===== src/rtl/dpcm_pkg.sv =====
package dpcm_pkg;

    localparam int PER_W   = 9;
    localparam int LVL_W   = 7;
    localparam int BYTE_W  = 8;
    localparam int BCNT_W  = 4;
    localparam int RATE_W  = 4;
    localparam int REG_W   = 2;
    localparam int STEP    = 2;

    typedef enum logic [REG_W-1:0] {
        REG_MAIN  = 2'd0,
        REG_ALT   = 2'd1,
        REG_THIRD = 2'd2,
        REG_SPARE = 2'd3
    } region_e;

    typedef struct packed {
        logic [BYTE_W-1:0] sh;
        logic [BCNT_W-1:0] bits;
        logic              muted;
        logic [BYTE_W-1:0] hold;
        logic              full;
    } shift_st_t;

    function automatic logic [PER_W-1:0] main_period(input logic [RATE_W-1:0] i);
        case (i)
            4'd0:  return 9'd428;
            4'd1:  return 9'd380;
            4'd2:  return 9'd340;
            4'd3:  return 9'd320;
            4'd4:  return 9'd286;
            4'd5:  return 9'd254;
            4'd6:  return 9'd226;
            4'd7:  return 9'd214;
            4'd8:  return 9'd190;
            4'd9:  return 9'd160;
            4'd10: return 9'd142;
            4'd11: return 9'd128;
            4'd12: return 9'd106;
            4'd13: return 9'd84;
            4'd14: return 9'd72;
            default: return 9'd54;
        endcase
    endfunction

    function automatic logic [PER_W-1:0] alt_period(input logic [RATE_W-1:0] i);
        case (i)
            4'd0:  return 9'd398;
            4'd1:  return 9'd354;
            4'd2:  return 9'd316;
            4'd3:  return 9'd298;
            4'd4:  return 9'd276;
            4'd5:  return 9'd236;
            4'd6:  return 9'd210;
            4'd7:  return 9'd198;
            4'd8:  return 9'd176;
            4'd9:  return 9'd148;
            4'd10: return 9'd132;
            4'd11: return 9'd118;
            4'd12: return 9'd98;
            4'd13: return 9'd78;
            4'd14: return 9'd66;
            default: return 9'd50;
        endcase
    endfunction

    function automatic logic [PER_W-1:0] period_of(input region_e r,
                                                   input logic [RATE_W-1:0] i);
        return (r == REG_ALT) ? alt_period(i) : main_period(i);
    endfunction

endpackage


===== src/rtl/dpcm_rate_timer.sv =====
module dpcm_rate_timer
    import dpcm_pkg::*;
(
    input  logic              clk,
    input  logic              rst,
    input  logic              tick,
    input  logic [RATE_W-1:0] rate,
    input  logic [REG_W-1:0]  region,
    output logic              fire
);
    localparam logic [PER_W-1:0] ONE = PER_W'(1);

    logic [PER_W-1:0] cnt;
    logic [PER_W-1:0] reload;
    logic [PER_W-1:0] boot;

    always_comb begin
        reload = period_of(region_e'(region), rate) - ONE;
        boot   = period_of(region_e'(region), '0) - ONE;
        fire   = tick && (cnt == '0);
    end

    always_ff @(posedge clk) begin
        if (rst)
            cnt <= boot;
        else if (tick)
            cnt <= (cnt == '0) ? reload : cnt - ONE;
    end

    // an expiry reloads the count from the period in force at that edge
    a_r3_reload: assert property (@(posedge clk) disable iff (rst)
        (tick && cnt == '0) |=> (cnt == $past(reload)));

    // without a tick the count does not move
    a_r3_idle: assert property (@(posedge clk) disable iff (rst)
        !tick |=> $stable(cnt));

endmodule


===== src/rtl/dpcm_bit_shifter.sv =====
module dpcm_bit_shifter
    import dpcm_pkg::*;
(
    input  logic              clk,
    input  logic              rst,
    input  logic              fire,
    input  logic              load,
    input  logic [BYTE_W-1:0] din,
    output logic              cur_bit,
    output logic              muted,
    output logic              full
);
    localparam logic [BCNT_W-1:0] BITS_PER = BCNT_W'(BYTE_W);
    localparam logic [BCNT_W-1:0] B_ONE    = BCNT_W'(1);

    shift_st_t st, nx;

    always_comb begin
        nx = st;
        if (fire) begin
            nx.sh = st.sh >> 1;
            if (st.bits == B_ONE) begin
                nx.bits = BITS_PER;
                if (st.full) begin
                    nx.sh    = st.hold;
                    nx.full  = 1'b0;
                    nx.muted = 1'b0;
                end else begin
                    nx.muted = 1'b1;
                end
            end else begin
                nx.bits = st.bits - B_ONE;
            end
        end
        if (load && !st.full) begin
            nx.hold = din;
            nx.full = 1'b1;
        end
    end

    always_ff @(posedge clk) begin
        if (rst) begin
            st.sh    <= '0;
            st.bits  <= BITS_PER;
            st.muted <= 1'b1;
            st.hold  <= '0;
            st.full  <= 1'b0;
        end else begin
            st <= nx;
        end
    end

    assign cur_bit = st.sh[0];
    assign muted   = st.muted;
    assign full    = st.full;

    // a load into a full buffer that is not being drained keeps the held byte
    a_r12_keep_full: assert property (@(posedge clk) disable iff (rst)
        (load && st.full && !fire) |=> (st.full && $stable(st.hold)));

    // the bit counter stays within one byte
    a_r8_bits_range: assert property (@(posedge clk) disable iff (rst)
        (st.bits >= B_ONE) && (st.bits <= BITS_PER));

    // a boundary with an empty buffer mutes the following byte
    a_r10_mute: assert property (@(posedge clk) disable iff (rst)
        (fire && st.bits == B_ONE && !st.full) |=> st.muted);

endmodule


===== src/rtl/dpcm_level_unit.sv =====
module dpcm_level_unit
    import dpcm_pkg::*;
(
    input  logic             clk,
    input  logic             rst,
    input  logic             step_en,
    input  logic             up,
    input  logic             wr_en,
    input  logic [LVL_W-1:0] wr_val,
    output logic [LVL_W-1:0] lvl
);
    localparam logic [LVL_W-1:0] STEP_V  = LVL_W'(STEP);
    localparam logic [LVL_W-1:0] UP_LIM  = LVL_W'((1 << LVL_W) - 1 - STEP);

    logic [LVL_W-1:0] nxt;

    always_comb begin
        nxt = lvl;
        if (wr_en)
            nxt = wr_val;
        else if (step_en) begin
            if (up && lvl <= UP_LIM)
                nxt = lvl + STEP_V;
            else if (!up && lvl >= STEP_V)
                nxt = lvl - STEP_V;
        end
    end

    always_ff @(posedge clk) begin
        if (rst) lvl <= '0;
        else     lvl <= nxt;
    end

    // no rise past the top of the range
    a_r6_top_hold: assert property (@(posedge clk) disable iff (rst)
        (step_en && up && !wr_en && lvl > UP_LIM) |=> $stable(lvl));

    // no fall past the bottom of the range
    a_r7_floor_hold: assert property (@(posedge clk) disable iff (rst)
        (step_en && !up && !wr_en && lvl < STEP_V) |=> $stable(lvl));

    // a direct write wins over any step
    a_r13_write_wins: assert property (@(posedge clk) disable iff (rst)
        wr_en |=> (lvl == $past(wr_val)));

endmodule


===== src/rtl/dpcm_voice.sv =====
module dpcm_voice
    import dpcm_pkg::*;
(
    input  logic              clk,
    input  logic              rst,
    input  logic              tick,
    input  logic [RATE_W-1:0] rate,
    input  logic [REG_W-1:0]  region,
    input  logic              lvl_wr,
    input  logic [BYTE_W-1:0] lvl_wdata,
    input  logic              buf_load,
    input  logic [BYTE_W-1:0] buf_data,
    output logic [LVL_W-1:0]  level,
    output logic              buf_empty
);
    logic fire;
    logic cur_bit;
    logic muted;
    logic full;

    dpcm_rate_timer u_timer (
        .clk    (clk),
        .rst    (rst),
        .tick   (tick),
        .rate   (rate),
        .region (region),
        .fire   (fire)
    );

    dpcm_bit_shifter u_shift (
        .clk     (clk),
        .rst     (rst),
        .fire    (fire),
        .load    (buf_load),
        .din     (buf_data),
        .cur_bit (cur_bit),
        .muted   (muted),
        .full    (full)
    );

    dpcm_level_unit u_level (
        .clk     (clk),
        .rst     (rst),
        .step_en (fire && !muted),
        .up      (cur_bit),
        .wr_en   (lvl_wr),
        .wr_val  (lvl_wdata[LVL_W-1:0]),
        .lvl     (level)
    );

    assign buf_empty = !full;

    // while muted, an expiry without a write leaves the level alone
    a_r10_frozen: assert property (@(posedge clk) disable iff (rst)
        (fire && muted && !lvl_wr) |=> $stable(level));

endmodule


===== config.mk =====
export PLATFORM = sky130hd
export DESIGN_NAME = dpcm_voice
export DESIGN_NICKNAME = d
export VERILOG_FILES = /design/src/rtl/dpcm_pkg.sv /design/src/rtl/dpcm_rate_timer.sv /design/src/rtl/dpcm_bit_shifter.sv /design/src/rtl/dpcm_level_unit.sv /design/src/rtl/dpcm_voice.sv
export SDC_FILE = /design/constraint.sdc
export NUM_CORES = 1
export LEC_CHECK = 0
export ABC_AREA = 1
export BUFFER_PORTS_ARGS = -buffer_cell sky130_fd_sc_hd__buf_2
export CORE_ASPECT_RATIO = 0.75
export CORE_MARGIN = 2
export CORE_UTILIZATION = 50
export CTS_CLUSTER_DIAMETER = 60
export DETAILED_ROUTE_END_ITERATION = 6
export MAX_ROUTING_LAYER = met4
export PLACE_DENSITY = 0.7
export RECOVER_POWER = 25
export SYNTH_ARGS = -nofsm -noshare
export SYNTH_HDL_FRONTEND = slang
export SYNTH_HIERARCHICAL = 1
export SYNTH_SLANG_ARGS = --single-unit

===== constraint.sdc =====
create_clock -name clk -period 3.57 [get_ports clk]
set_clock_uncertainty 0.2 [all_clocks]
set_input_delay 0.1785 -clock clk [delete_from_list [all_inputs] [get_ports clk]]
set_output_delay 0.1785 -clock clk [all_outputs]
set_load 0.05 [all_outputs]

==> impl_metrics.tcl <==
set metrics [dict create \
    status "finished, final reports clean" \
    min_delay_path_depth 5 \
    antenna_found_initial 0 \
    r2r_cells 13 \
    synth_area_leaders "dfxtp_1, nand2_1, edfxtp_1" \
    yosys.area.top_type "dfxtp_1" \
    layout-drive-gt1-share_pct 17.8 \
    p_total_w 0.00103 \
    cts_tree "yes" \
    wl_met2_um 2610 \
    cap_violations 0 \
    drt_wl_total_um 6460 \
    leakage_nw 1.48 \
    ys.flop_type "dfxtp_1" \
    drv_slew 0 \
    cp.required_ns 3.55 \
    dp_slack_ns 1.27 \
    crit_path_end_kind "flop" \
    fp.coreArea_um2 5380 \
    reg2reg_setup_slack_ns 1.37 \
    r2r-start "u_timer/cnt[7]" \
    hp-class "in2reg" \
    ys_types 35 \
    grt_overflow 0 \
    setup_tns_ns 0 \
    worstHoldStart "lvl_wdata[6]" \
    ys_async_sr_fraction_pct 0 \
    power_density_nw_per_um2 323 \
    clock.fmax_mhz 455 \
    numCtsBuffers 5 \
    critical_path.max_fanout 23 \
    synth_fp_nets 469 \
    cts_resized 0 \
    highest_layer "met4" \
    drt-met1-wl_um 3450 \
    worst_slack_ns 1.37 \
    ys_warn_count 6 \
    dieHeight_um 69.0 \
    fin_area_um2 3190 \
    syn_inst 429 \
    path_clk_slew_ns 0.08 \
    clk_path_buf_depth 2 \
    finalSetupViolations 0 \
    synth_seq_area_share_pct 30.2 \
    timing.slew.headroom_pct 40.8 \
    insertion_delay_ns 0.29 \
    drt_pass1_iterations 4 \
    critPathLaunchType "flop" \
    grt_max_degree 24 \
    ir_drop_v 0.000172 \
    r2r_end "u_level/lvl[6]" \
    post_cts.repair.setup_buffers 0 \
    fp-row-count 23 \
    vias_per_cell 5.02 \
    vias 2743 \
    ios 35 \
    die_area_um2 6250 \
    wl_met3_um 354 \
    ys_ff_latch 38 \
    synth_edf_count 9 \
    area_growth_pct 13.2 \
    grt_pass1_vias 2437 \
    rsz0062_at_grt "no" \
    finalHoldViolations 0 \
    clock-root-buffer "clkbuf_8" \
    ctsHoldBuffers 11 \
    antennaDiodeCount 0 \
    place_congestion 0.941 \
    netlist_area_um2 2820 \
    track_usage_pct 22.9 \
    cp.arrival_ns 2.18 \
    wl_per_cell_um 11.8 \
    worst_pin_slew_ns 0.888 \
    synth_top_area_share_pct 20.6 \
    post-dp-hpwl_um 4650 \
    period_needed_ns 2.20 \
    syn_area_per_cell_um2 6.56 \
    port_buffers 33 \
    nets 510 \
    final_common_cell "nand2_1" \
    cts_sinks 38 \
    ant_nets 0 \
    hold_end "u_level/lvl[6]" \
    placed_area_um2 2990 \
    drc 0 \
    drt-initial-drc-count 141 \
    die-width_um 90.6 \
    path_class "reg2reg" \
    htreeDepth 2 \
    start_util_pct 52.3 \
    grt_pass1_wl_um 11200 \
    fin_crit_sh_pct 61.5 \
    final_cell_mix "nand2_1, nor2_1, inv_1, nand3_1, buf_2" \
]
## state kept, by name (all words and copies together) (netlist names)
| signal | cells |
|---|---|
| u_timer/cnt | 9 |
| u_shift/cur_bit | 1 |
| u_level/lvl | 7 |
| u_shift/st | 19 |
| u_shift/muted | 1 |
| u_shift/full | 1 |
## cells in the mapped netlist, types with 2 or more instances
cell type / n
a21oi_1: 12
a21oi_2: 2
buf_2: 2
buf_4: 3
buf_6: 5
dfxtp_1: 29
edfxtp_1: 9
ha_1: 13
inv_1: 42
inv_2: 11
nand2_1: 114
nand2_2: 10
nand2_4: 2
nand3_1: 31
nand3_2: 3
nand4_1: 9
nor2_1: 71
nor2_2: 8
nor2_4: 3
o211ai_1: 4
o21ai_0: 22
o21ai_1: 3
o21ai_2: 2
or2_2: 2
xnor2_1: 3
xor2_1: 5
## cells by family (layout without fill, tap and decap cells)
family / count (synthesis) / after routing / share of synthesized area [%]
simple gates: 255 / 255 / 40.6
buf+inv: 64 / 106 / 10.4
compound gates: 51 / 51 / 10.6
flops: 38 / 38 / 30.2
fa+ha+maj: 13 / 13 / 5.78
xor+xnor: 8 / 8 / 2.49
## metal layers
metal  vias up  GRT usage, %
li1       1444             -
met1      1223          32.1
met2        72          34.0
met3         4          4.13
met4         0          6.73
met5         -             -
## per-stage QoR
| step | hold slack, ns | util [%] | cells |
|---|---|---|---|
| after CTS | 0.0165 | 59.3 | 546 |
| after global placement | 0.199 | 55.5 | 527 |
| final | 0.0158 | 59.2 | 546 |
| after global routing | 0.0517 | 59.2 | 546 |
| after floorplan | 0.0476 | - | 429 |
| after detailed placement | 0.206 | 55.5 | 527 |
## worst max-delay path: stages, from the launching register on
cell and delay [ns]:
edfxtp_1 0.43, nor2_1 0.15, inv_1 0.05, nor2_1 0.14, nand2_1 0.09, nor2_1 0.11, buf_4 0.27, inv_1 0.08
nor2_2 0.14, nand2_2 0.09, nand2_4 0.11, nand2_1 0.06, nor2_1 0.10, nor2_1 0.05
## final cells by class
type	instances	area (µm²)
clock buffer	7	86.3
clock inverter	1	5.00
fill	532	2190
inverter	53	199
multi-input combinational	327	1670
sequential	38	851
tap	75	93.8
timing repair buffer	45	279
## how the worst max path moves through the flow
stage                           to  cells after the start            from  slack, ns
floorplan           u_level/lvl[6]                     12  u_level/lvl[1]       1.40
global placement    u_timer/cnt[5]                     16         rate[1]       1.31
detailed placement  u_timer/cnt[5]                     16         rate[1]       1.27
CTS                 u_level/lvl[6]                     13  u_timer/cnt[7]       1.40
global route        u_level/lvl[4]                     13  u_timer/cnt[3]       1.18
finish              u_level/lvl[6]                     13  u_timer/cnt[7]       1.37
## where the power goes
group	leakage [nW]	switching (W)	internal, W
logic	1.11	0.000147	0.0000802
registers	0.323	0.0000235	0.000463
clock network	0.0482	0.000158	0.000156
Power figures use the tool's default switching activity.
